### src/rtl/sirq_enc_pkg.sv
package sirq_enc_pkg;

  localparam int CH1_REQS  = 2;
  localparam int CH23_REQS = 5;

  typedef enum logic [2:0] {
    ST_IDLE,
    ST_REQ,
    ST_START_TA,
    ST_SLOT,
    ST_STOP
  } sirq_state_e;

  typedef enum logic [1:0] {
    PH_SAMPLE,
    PH_RECOV,
    PH_TURN
  } sirq_phase_e;

endpackage

### src/rtl/sirq_req_map.sv
module sirq_req_map
  import sirq_enc_pkg::*;
#(
  parameter int NUM_SLOTS  = 17,
  parameter int SLOT_IRQ1  = 1,
  parameter int SLOT_IRQ12 = 12,
  parameter int SLOT_SMI   = 2,
  parameter int SLOT_IRQ6  = 6,
  parameter int SLOT_IRQ9  = 9,
  parameter int SLOT_IRQ10 = 10,
  parameter int SLOT_IRQ11 = 11
) (
  input  logic [CH1_REQS-1:0]  ch1_req,
  input  logic [CH23_REQS-1:0] ch2_req,
  input  logic [CH23_REQS-1:0] ch3_req,
  output logic [NUM_SLOTS-1:0] slot_vec
);

  localparam int CH1_SLOT  [CH1_REQS]  = '{SLOT_IRQ1, SLOT_IRQ12};
  localparam int CH23_SLOT [CH23_REQS] = '{SLOT_SMI, SLOT_IRQ6, SLOT_IRQ9,
                                           SLOT_IRQ10, SLOT_IRQ11};

  // channels 2 and 3 share every slot they can raise
  logic [CH23_REQS-1:0] ch23_any;
  assign ch23_any = ch2_req | ch3_req;

  for (genvar s = 0; s < NUM_SLOTS; s++) begin : g_slot
    logic [CH1_REQS-1:0]  hit1;
    logic [CH23_REQS-1:0] hit23;
    for (genvar k = 0; k < CH1_REQS; k++) begin : g_c1
      assign hit1[k] = (CH1_SLOT[k] == s) && ch1_req[k];
    end
    for (genvar k = 0; k < CH23_REQS; k++) begin : g_c23
      assign hit23[k] = (CH23_SLOT[k] == s) && ch23_any[k];
    end
    assign slot_vec[s] = (|hit1) | (|hit23);
  end

endmodule

### src/rtl/sirq_frame_fsm.sv
module sirq_frame_fsm
  import sirq_enc_pkg::*;
#(
  parameter int NUM_SLOTS  = 17,
  parameter int START_MIN  = 4,
  parameter int STOP_QUIET = 2,
  parameter int STOP_CONT  = 3,
  localparam int SLOT_W    = $clog2(NUM_SLOTS)
) (
  input  logic              clk,
  input  logic              rst_n,
  input  logic              line_in,
  input  logic              quiet_mode,
  input  logic              start_req,
  output sirq_state_e       st,
  output sirq_phase_e       ph,
  output logic [SLOT_W-1:0] slot
);

  localparam int CNT_MAX = (START_MIN > STOP_CONT) ?
                           ((START_MIN > STOP_QUIET) ? START_MIN : STOP_QUIET) :
                           ((STOP_CONT > STOP_QUIET) ? STOP_CONT : STOP_QUIET);
  localparam int CNT_W   = $clog2(CNT_MAX + 1);
  localparam logic [CNT_W-1:0]  CNT_TOP   = CNT_W'(CNT_MAX);
  localparam logic [CNT_W-1:0]  START_LEN = CNT_W'(START_MIN);
  localparam logic [CNT_W-1:0]  STOP_Q    = CNT_W'(STOP_QUIET);
  localparam logic [CNT_W-1:0]  STOP_C    = CNT_W'(STOP_CONT);
  localparam logic [SLOT_W-1:0] LAST_SLOT = SLOT_W'(NUM_SLOTS - 1);

  sirq_state_e       st_q, st_d;
  sirq_phase_e       ph_q, ph_d;
  logic [SLOT_W-1:0] slot_q, slot_d;
  logic [CNT_W-1:0]  cnt_q, cnt_d;
  logic [CNT_W-1:0]  cnt_inc;
  logic [CNT_W-1:0]  stop_len;

  assign cnt_inc  = (cnt_q == CNT_TOP) ? cnt_q : cnt_q + 1'b1;
  assign stop_len = quiet_mode ? STOP_Q : STOP_C;

  always_comb begin
    st_d   = st_q;
    ph_d   = ph_q;
    slot_d = slot_q;
    cnt_d  = cnt_q;
    unique case (st_q)
      ST_IDLE: begin
        if (!line_in) begin
          cnt_d = cnt_inc;
        end else begin
          cnt_d = '0;
          if (cnt_q >= START_LEN) begin
            st_d = ST_START_TA;
          end else if (start_req && (cnt_q == '0)) begin
            st_d = ST_REQ;
          end
        end
      end
      ST_REQ: begin
        st_d  = ST_IDLE;
        cnt_d = line_in ? '0 : cnt_inc;
      end
      ST_START_TA: begin
        st_d   = ST_SLOT;
        ph_d   = PH_SAMPLE;
        slot_d = '0;
      end
      ST_SLOT: begin
        unique case (ph_q)
          PH_SAMPLE: ph_d = PH_RECOV;
          PH_RECOV:  ph_d = PH_TURN;
          default: begin
            ph_d = PH_SAMPLE;
            if (slot_q == LAST_SLOT) begin
              st_d  = ST_STOP;
              cnt_d = '0;
            end else begin
              slot_d = slot_q + 1'b1;
            end
          end
        endcase
      end
      ST_STOP: begin
        if (!line_in) begin
          cnt_d = cnt_inc;
        end else begin
          cnt_d = '0;
          if (cnt_q >= stop_len) st_d = ST_IDLE;
        end
      end
      default: st_d = ST_IDLE;
    endcase
  end

  always_ff @(posedge clk or negedge rst_n) begin
    if (!rst_n) begin
      st_q   <= ST_IDLE;
      ph_q   <= PH_SAMPLE;
      slot_q <= '0;
      cnt_q  <= '0;
    end else begin
      st_q   <= st_d;
      ph_q   <= ph_d;
      slot_q <= slot_d;
      cnt_q  <= cnt_d;
    end
  end

  assign st   = st_q;
  assign ph   = ph_q;
  assign slot = slot_q;

endmodule

### src/rtl/sirq_host_encoder.sv
module sirq_host_encoder
  import sirq_enc_pkg::*;
#(
  parameter int NUM_SLOTS  = 17,
  parameter int START_MIN  = 4,
  parameter int STOP_QUIET = 2,
  parameter int STOP_CONT  = 3,
  parameter int SLOT_IRQ1  = 1,
  parameter int SLOT_IRQ12 = 12,
  parameter int SLOT_SMI   = 2,
  parameter int SLOT_IRQ6  = 6,
  parameter int SLOT_IRQ9  = 9,
  parameter int SLOT_IRQ10 = 10,
  parameter int SLOT_IRQ11 = 11
) (
  input  logic       clk,
  input  logic       rst_n,
  input  logic       quiet_mode,
  input  logic [1:0] ch1_irq,
  input  logic [4:0] ch2_irq,
  input  logic [4:0] ch3_irq,
  input  logic       sirq_in,
  output logic       sirq_oe,
  output logic       sirq_out
);

  localparam int SLOT_W = $clog2(NUM_SLOTS);

  // reset: asserted at once, released on a clock edge
  logic [1:0] rst_sync_q;
  logic       rst_int_n;

  always_ff @(posedge clk or negedge rst_n) begin
    if (!rst_n) rst_sync_q <= '0;
    else        rst_sync_q <= {rst_sync_q[0], 1'b1};
  end
  assign rst_int_n = rst_sync_q[1];

  logic [NUM_SLOTS-1:0] slot_vec;
  logic [NUM_SLOTS-1:0] shown_q, shown_d;
  logic                 drove_q, drove_d;
  logic                 start_req;
  logic                 in_sample, in_recov;
  logic                 cur_bit;
  sirq_state_e          fsm_st;
  sirq_phase_e          fsm_ph;
  logic [SLOT_W-1:0]    fsm_slot;

  sirq_req_map #(
    .NUM_SLOTS (NUM_SLOTS),
    .SLOT_IRQ1 (SLOT_IRQ1),
    .SLOT_IRQ12(SLOT_IRQ12),
    .SLOT_SMI  (SLOT_SMI),
    .SLOT_IRQ6 (SLOT_IRQ6),
    .SLOT_IRQ9 (SLOT_IRQ9),
    .SLOT_IRQ10(SLOT_IRQ10),
    .SLOT_IRQ11(SLOT_IRQ11)
  ) u_map (
    .ch1_req (ch1_irq),
    .ch2_req (ch2_irq),
    .ch3_req (ch3_irq),
    .slot_vec(slot_vec)
  );

  sirq_frame_fsm #(
    .NUM_SLOTS (NUM_SLOTS),
    .START_MIN (START_MIN),
    .STOP_QUIET(STOP_QUIET),
    .STOP_CONT (STOP_CONT)
  ) u_fsm (
    .clk       (clk),
    .rst_n     (rst_int_n),
    .line_in   (sirq_in),
    .quiet_mode(quiet_mode),
    .start_req (start_req),
    .st        (fsm_st),
    .ph        (fsm_ph),
    .slot      (fsm_slot)
  );

  assign in_sample = (fsm_st == ST_SLOT) && (fsm_ph == PH_SAMPLE);
  assign in_recov  = (fsm_st == ST_SLOT) && (fsm_ph == PH_RECOV);
  assign cur_bit   = slot_vec[fsm_slot];
  assign start_req = quiet_mode && (slot_vec != shown_q);

  always_comb begin
    shown_d = shown_q;
    drove_d = drove_q;
    if (in_sample) begin
      shown_d[fsm_slot] = cur_bit;
      drove_d           = cur_bit;
    end
  end

  always_ff @(posedge clk or negedge rst_int_n) begin
    if (!rst_int_n) begin
      shown_q <= '0;
      drove_q <= 1'b0;
    end else begin
      shown_q <= shown_d;
      drove_q <= drove_d;
    end
  end

  assign sirq_oe  = (in_sample && cur_bit) || (in_recov && drove_q) ||
                    (fsm_st == ST_REQ);
  assign sirq_out = in_recov && drove_q;

endmodule

### config.mk
export PLATFORM = sky130hd
export DESIGN_NAME = sirq_host_encoder
export DESIGN_NICKNAME = d
export VERILOG_FILES = /design/src/rtl/sirq_enc_pkg.sv /design/src/rtl/sirq_req_map.sv /design/src/rtl/sirq_frame_fsm.sv /design/src/rtl/sirq_host_encoder.sv
export SDC_FILE = /design/constraint.sdc
export NUM_CORES = 1
export LEC_CHECK = 0
export BUFFER_PORTS_ARGS = -buffer_cell sky130_fd_sc_hd__buf_4
export CAP_MARGIN = 30
export CORE_MARGIN = 1.5
export CORE_UTILIZATION = 40
export DETAILED_ROUTE_END_ITERATION = 16
export GPL_TIMING_DRIVEN = 0
export HOLD_SLACK_MARGIN = 0.03
export SLEW_MARGIN = 20
export SYNTH_ARGS = -nofsm -noshare
export SYNTH_HDL_FRONTEND = slang
export SYNTH_SLANG_ARGS = --single-unit
export TNS_END_PERCENT = 20
### constraint.sdc
create_clock -name clk -period 1.6 [get_ports clk]
set_clock_uncertainty 0.05 [all_clocks]
set_input_delay 0.16 -clock clk [delete_from_list [all_inputs] [get_ports clk]]
set_output_delay 0.16 -clock clk [all_outputs]
set_load 0.01 [all_outputs]
==> report_table.html <==
<table>
<tr><th>Metric</th><th>Value</th></tr>
<tr><th colspan="2">Setup path</th></tr>
<tr><td>Reg2Reg Depth</td><td>8</td></tr>
<tr><td>Critical path fanouts, max</td><td>2</td></tr>
<tr><td>Slowest stage delay, CP</td><td>0.40 ns</td></tr>
<tr><td>Slack of the worst reg-to-reg path</td><td>-0.42 ns</td></tr>
<tr><td>Count of buffering cells on the critical path with inverters included</td><td>3</td></tr>
<tr><td>Data arrival time of the critical path</td><td>1.89 ns</td></tr>
<tr><td>Startpoint type of the worst setup path</td><td>flop</td></tr>
<tr><td>Worst path slowest cell</td><td>sky130_fd_sc_hd__dfrtp_1</td></tr>
<tr><td>Levels on crit path</td><td>7</td></tr>
<tr><td>Critical path origin</td><td>u_fsm.slot[2]</td></tr>
<tr><td>Path type of the worst setup path</td><td>reg2out</td></tr>
<tr><td>Cell occurring most often along the worst timing path</td><td>sky130_fd_sc_hd__buf_6</td></tr>
<tr><td>Cells traversed along the worst timing path</td><td>buf_6 &gt; a2111oi_4 &gt; a21oi_2 &gt; o32ai_4 &gt; buf_6 &gt; a32o_2 &gt; buf_6</td></tr>
<tr><td>Cell family contributing the most delay on the critical path</td><td>compound AO/OA/AOI/OAI gates</td></tr>
<tr><td>End of the worst register-to-register path</td><td>u_fsm.cnt_q[1]</td></tr>
<tr><td>R2R Path Start</td><td>u_fsm.slot[1]</td></tr>
<tr><td>WP data required</td><td>roughly 1.4 ns</td></tr>
<tr><td>Last element of the critical path</td><td>sirq_oe</td></tr>
<tr><td>CP endpoint kind</td><td>primary output</td></tr>
<tr><th colspan="2">Route</th></tr>
<tr><td>Detailed-route via count</td><td>~1500</td></tr>
<tr><td>Router iterations before antenna repair</td><td>4</td></tr>
<tr><td>DR vias/cell</td><td>roughly 5.5</td></tr>
<tr><td>Count of antenna-violating nets left after detailed routing</td><td>0</td></tr>
<tr><td>Wire per inst</td><td>15.94 um</td></tr>
<tr><td>Post-route DRC</td><td>0</td></tr>
<tr><td>Starting DRT DRC Count</td><td>92</td></tr>
<tr><td>Detailed-route wire length</td><td>approximately 4400 um</td></tr>
<tr><th colspan="2">Power and ir drop</th></tr>
<tr><td>Final Power</td><td>~3.8 mW</td></tr>
<tr><td>Peak VDD IR</td><td>0.7693 mV</td></tr>
<tr><td>Cell Pwr Density</td><td>1571 mW/mm^2</td></tr>
<tr><td>Leakage</td><td>around 1.0 nW</td></tr>
<tr><th colspan="2">Cells and area</th></tr>
<tr><td>Post-route non-filler standard cell count</td><td>273</td></tr>
<tr><td>Ratio of cells with drive above 1 in the final layout</td><td>31.22%</td></tr>
<tr><td>P&amp;R area growth vs syn</td><td>30.62%</td></tr>
<tr><td>Antenna diodes</td><td>0</td></tr>
<tr><td>Utilization after layout</td><td>between 50% and 60%</td></tr>
<tr><td>Total number of nets in the final design</td><td>roughly 240</td></tr>
<tr><th colspan="2">CTS</th></tr>
<tr><td>Maximum clock path buffer count</td><td>2</td></tr>
<tr><td>Post-CTS clock slew at the launch and capture registers of the worst setup and hold paths</td><td>0.07 ns</td></tr>
<tr><td>Clock tree from TritonCTS</td><td>done</td></tr>
<tr><td>Insertion delay to the later sink of the worst-skew pair</td><td>approximately 0.29 ns</td></tr>
<tr><td>Root Buffer Master</td><td>sky130_fd_sc_hd__clkbuf_8</td></tr>
<tr><td>Number of buffers created by CTS</td><td>5</td></tr>
<tr><td>Sinks on Clock Net</td><td>33</td></tr>
<tr><td>Count of H-tree levels built during CTS</td><td>2</td></tr>
<tr><th colspan="2">Logic synthesis</th></tr>
<tr><td>Synthesized netlist net count</td><td>206</td></tr>
<tr><td>Synthesis Warnings</td><td>0</td></tr>
<tr><td>Mean area per synthesized cell</td><td>between 10 and 15 um^2</td></tr>
<tr><td>Register area share after synthesis</td><td>44.33%</td></tr>
<tr><td>Netlist cell types</td><td>45</td></tr>
<tr><td>Async SR Flop Fraction</td><td>100.0%</td></tr>
<tr><td>Flop and latch count out of synthesis</td><td>33</td></tr>
<tr><td>Top_reg_cell synth</td><td>sky130_fd_sc_hd__dfrtp_1</td></tr>
<tr><td>Top-area cell type share of the netlist area</td><td>between 40 and 50%</td></tr>
<tr><td>Top cell type by total area after synthesis</td><td>sky130_fd_sc_hd__dfrtp_1</td></tr>
<tr><td>Mapped Area</td><td>0.001863 mm^2</td></tr>
<tr><td>Top area cells in the synthesized netlist</td><td>sky130_fd_sc_hd__dfrtp_1 44%, sky130_fd_sc_hd__mux2_1 9.7%, sky130_fd_sc_hd__nand3_1 5.1%</td></tr>
<tr><td>Number of enable flip-flop cells after synthesis</td><td>0</td></tr>
<tr><td>Post-Syn Instances</td><td>about 180</td></tr>
<tr><th colspan="2">Timing</th></tr>
<tr><td>Sum Neg Setup Slack</td><td>-6.464 ns</td></tr>
<tr><td>Setup-failing EPs final</td><td>27</td></tr>
<tr><td>Portion of the clock cycle consumed by the worst path in the final layout</td><td>131.5%</td></tr>
<tr><td>Least-Margin Pin Slew</td><td>0.6889 ns</td></tr>
<tr><td>Crit path setup slack, layout</td><td>-0.5045 ns</td></tr>
<tr><td>Relative slew slack</td><td>54.07%</td></tr>
<tr><td>Peak Freq</td><td>around 480 MHz</td></tr>
<tr><td>Final Hold Vio Count</td><td>0</td></tr>
<tr><td>Final Critical Period</td><td>2.105 ns</td></tr>
<tr><td>Worst hold slack across all endpoints</td><td>about 0.14 ns</td></tr>
<tr><td>Final-report max-slew violation count</td><td>0</td></tr>
<tr><td>RSZ-0062 raised after global routing</td><td>yes</td></tr>
<tr><th colspan="2">Min path</th></tr>
<tr><td>Hold crit path type</td><td>in2async</td></tr>
<tr><th colspan="2">Die</th></tr>
<tr><td>Number of top-level pins</td><td>18</td></tr>
<tr><td>Standard-cell rows</td><td>24</td></tr>
<tr><td>Core box area</td><td>around 0.0044 mm^2</td></tr>
<tr><td>Die Ht</td><td>about 71 um</td></tr>
<tr><td>Initial Utilization</td><td>42.21%</td></tr>
<tr><td>DIE AREA</td><td>about 0.0051 mm^2</td></tr>
<tr><td>Width of the die</td><td>71.25 um</td></tr>
<tr><th colspan="2">Global routing</th></tr>
<tr><td>Global-route wire length before repair</td><td>around 7600 um</td></tr>
<tr><td>Total global routing track utilization</td><td>18.88%</td></tr>
<tr><td>Largest net degree at the start of global routing</td><td>32</td></tr>
<tr><td>Number of global-route vias before repair</td><td>around 1600</td></tr>
<tr><td>GR Overflow Total</td><td>0</td></tr>
<tr><td>Number of antenna violations at the first check in global routing</td><td>0</td></tr>
<tr><th colspan="2">Placement</th></tr>
<tr><td>Total half-perimeter wirelength after legalization and detailed placement</td><td>between 2000 and 3000 um</td></tr>
<tr><td>Routability congestion estimate from global placement</td><td>between 0.8 and 0.9</td></tr>
<tr><td>Number of buffer cells added on primary ports</td><td>17</td></tr>
<tr><td>DP Cell Count</td><td>~250</td></tr>
<tr><th colspan="2">Run status</th></tr>
<tr><td>Result of the run</td><td>finished with violations</td></tr>
<tr><td>Failing checks</td><td>negative setup slack</td></tr>
<tr><th colspan="2">Flow run</th></tr>
<tr><td># Max-Cap Violations</td><td>0</td></tr>
</table>
synth_stat cells, types with 2 or more instances:
cell                        n
sky130_fd_sc_hd__dfrtp_1   33
sky130_fd_sc_hd__nand3_1   19
sky130_fd_sc_hd__mux2_1    16
sky130_fd_sc_hd__nor2_1    14
sky130_fd_sc_hd__nand2_1   11
sky130_fd_sc_hd__a21oi_1    7
sky130_fd_sc_hd__ha_1       7
sky130_fd_sc_hd__inv_1      7
sky130_fd_sc_hd__buf_2      5
sky130_fd_sc_hd__xor2_1     5
sky130_fd_sc_hd__nand3b_1   4
sky130_fd_sc_hd__nand4_1    4
sky130_fd_sc_hd__nor4_1     4
sky130_fd_sc_hd__a21o_1     3
sky130_fd_sc_hd__nand2b_1   3
sky130_fd_sc_hd__nor3_1     3
sky130_fd_sc_hd__o21ai_1    3
sky130_fd_sc_hd__o31ai_1    3
sky130_fd_sc_hd__a21boi_1   2
sky130_fd_sc_hd__a22oi_1    2
sky130_fd_sc_hd__clkbuf_1   2
sky130_fd_sc_hd__mux2_2     2
sky130_fd_sc_hd__xnor2_1    2
power by group:
part / switching (mW) / leakage, nW / internal [mW]
combinational: 0.848 / 0.578 / 0.761
clock: 0.315 / 0.0681 / 0.619
sequential: 0.226 / 0.387 / 1.06
total: 1.39 / 1.03 / 2.44
flip-flops by register name, summed over array words and instances (netlist names):
signal,cells
u_fsm.cnt_q,3
drove_q,1
u_fsm.st,3
u_fsm.ph,2
rst_sync_q,2
u_fsm.slot,5
shown_q,17
area by class of cell:
cell class	instances	area [um^2]
clock inverter	3	65.06
tap	52	65.06
buffer	8	65.06
sequential	33	830.8
multi-input combinational	134	1067
fill	396	1981
inverter	8	32.53
clock buffer	5	68.82
timing repair buffer	30	239.0
metal layers:
layer / vias up / global-route usage, % / part of all wire [%]
met2: 32 / 29.53 / 48
met5: - / 0 / 0
met1: 744 / 26.54 / 48
li1: 729 / - / -
met4: 0 / 5.241 / 1.0
met3: 7 / 4.219 / 3.6
cell usage in the layout (no fill, tap or decap), types with 2 or more instances in the layout:
cell                        instances
sky130_fd_sc_hd__a21boi_1           2
sky130_fd_sc_hd__nand2_1           11
sky130_fd_sc_hd__buf_4             27
sky130_fd_sc_hd__o31ai_1            2
sky130_fd_sc_hd__clkbuf_1           2
sky130_fd_sc_hd__nand3b_1           4
sky130_fd_sc_hd__clkbuf_8           5
sky130_fd_sc_hd__a22oi_1            2
sky130_fd_sc_hd__a21o_1             3
sky130_fd_sc_hd__bufinv_16          2
sky130_fd_sc_hd__nor3_2             2
sky130_fd_sc_hd__buf_6              7
sky130_fd_sc_hd__xor2_1             5
sky130_fd_sc_hd__dfrtp_1           29
sky130_fd_sc_hd__nor2_1            13
sky130_fd_sc_hd__inv_1              6
sky130_fd_sc_hd__nand4_1            4
sky130_fd_sc_hd__o21ai_1            3
sky130_fd_sc_hd__nor4_1             4
sky130_fd_sc_hd__dfrtp_2            4
sky130_fd_sc_hd__xnor2_1            2
sky130_fd_sc_hd__ha_1               6
sky130_fd_sc_hd__mux2_1            13
sky130_fd_sc_hd__nand2b_1           2
sky130_fd_sc_hd__a21oi_1            6
sky130_fd_sc_hd__mux2_4             4
sky130_fd_sc_hd__nand3_1           19
how the worst min path moves through the flow:
stage | end | cells after the start | slack, ns
final | rst_sync_q[0] | 2 | 0.14
after global routing | rst_sync_q[0] | 2 | 0.14
after CTS | rst_sync_q[1] | 2 | 0.13
after detailed placement | rst_sync_q[0] | 1 | -0.11
after global placement | rst_sync_q[0] | 1 | -0.11
after floorplan | rst_sync_q[0] | 0 | -0.19
logic make-up after synthesis:
family / count (synthesis) / synth area share [%]
AOI/OAI and AO/OA: 31 / 12.96
adders and majority gates: 7 / 4.701
muxes: 19 / 11.42
buffers and inverters: 16 / 3.761
xor gates and xnor gates: 7 / 3.291
and+or+nand+nor: 69 / 19.34
other: 1 / 0.2013
DFF: 33 / 44.32
through the flow:
step,instance area [um^2],setup WS (ns)
2_1_floorplan,1898,-0.1260
3_3_place_gp,2091,-0.5487
3_5_place_dp,2092,-0.5710
4_1_cts,2424,-0.4831
5_1_grt,2434,-0.5642
6_report,2434,-0.5045
timing repair:
item | in CTS | in global routing
hold buffers | 1 | 0
buffers inserted | 12 | 0
resized for setup | 24 | 2
setup endpoints to repair | 28 | 28
pin swaps | 5 | 0
hold endpoints to repair | 2 | 0
Note: power is estimated with default switching activity, not from simulation.
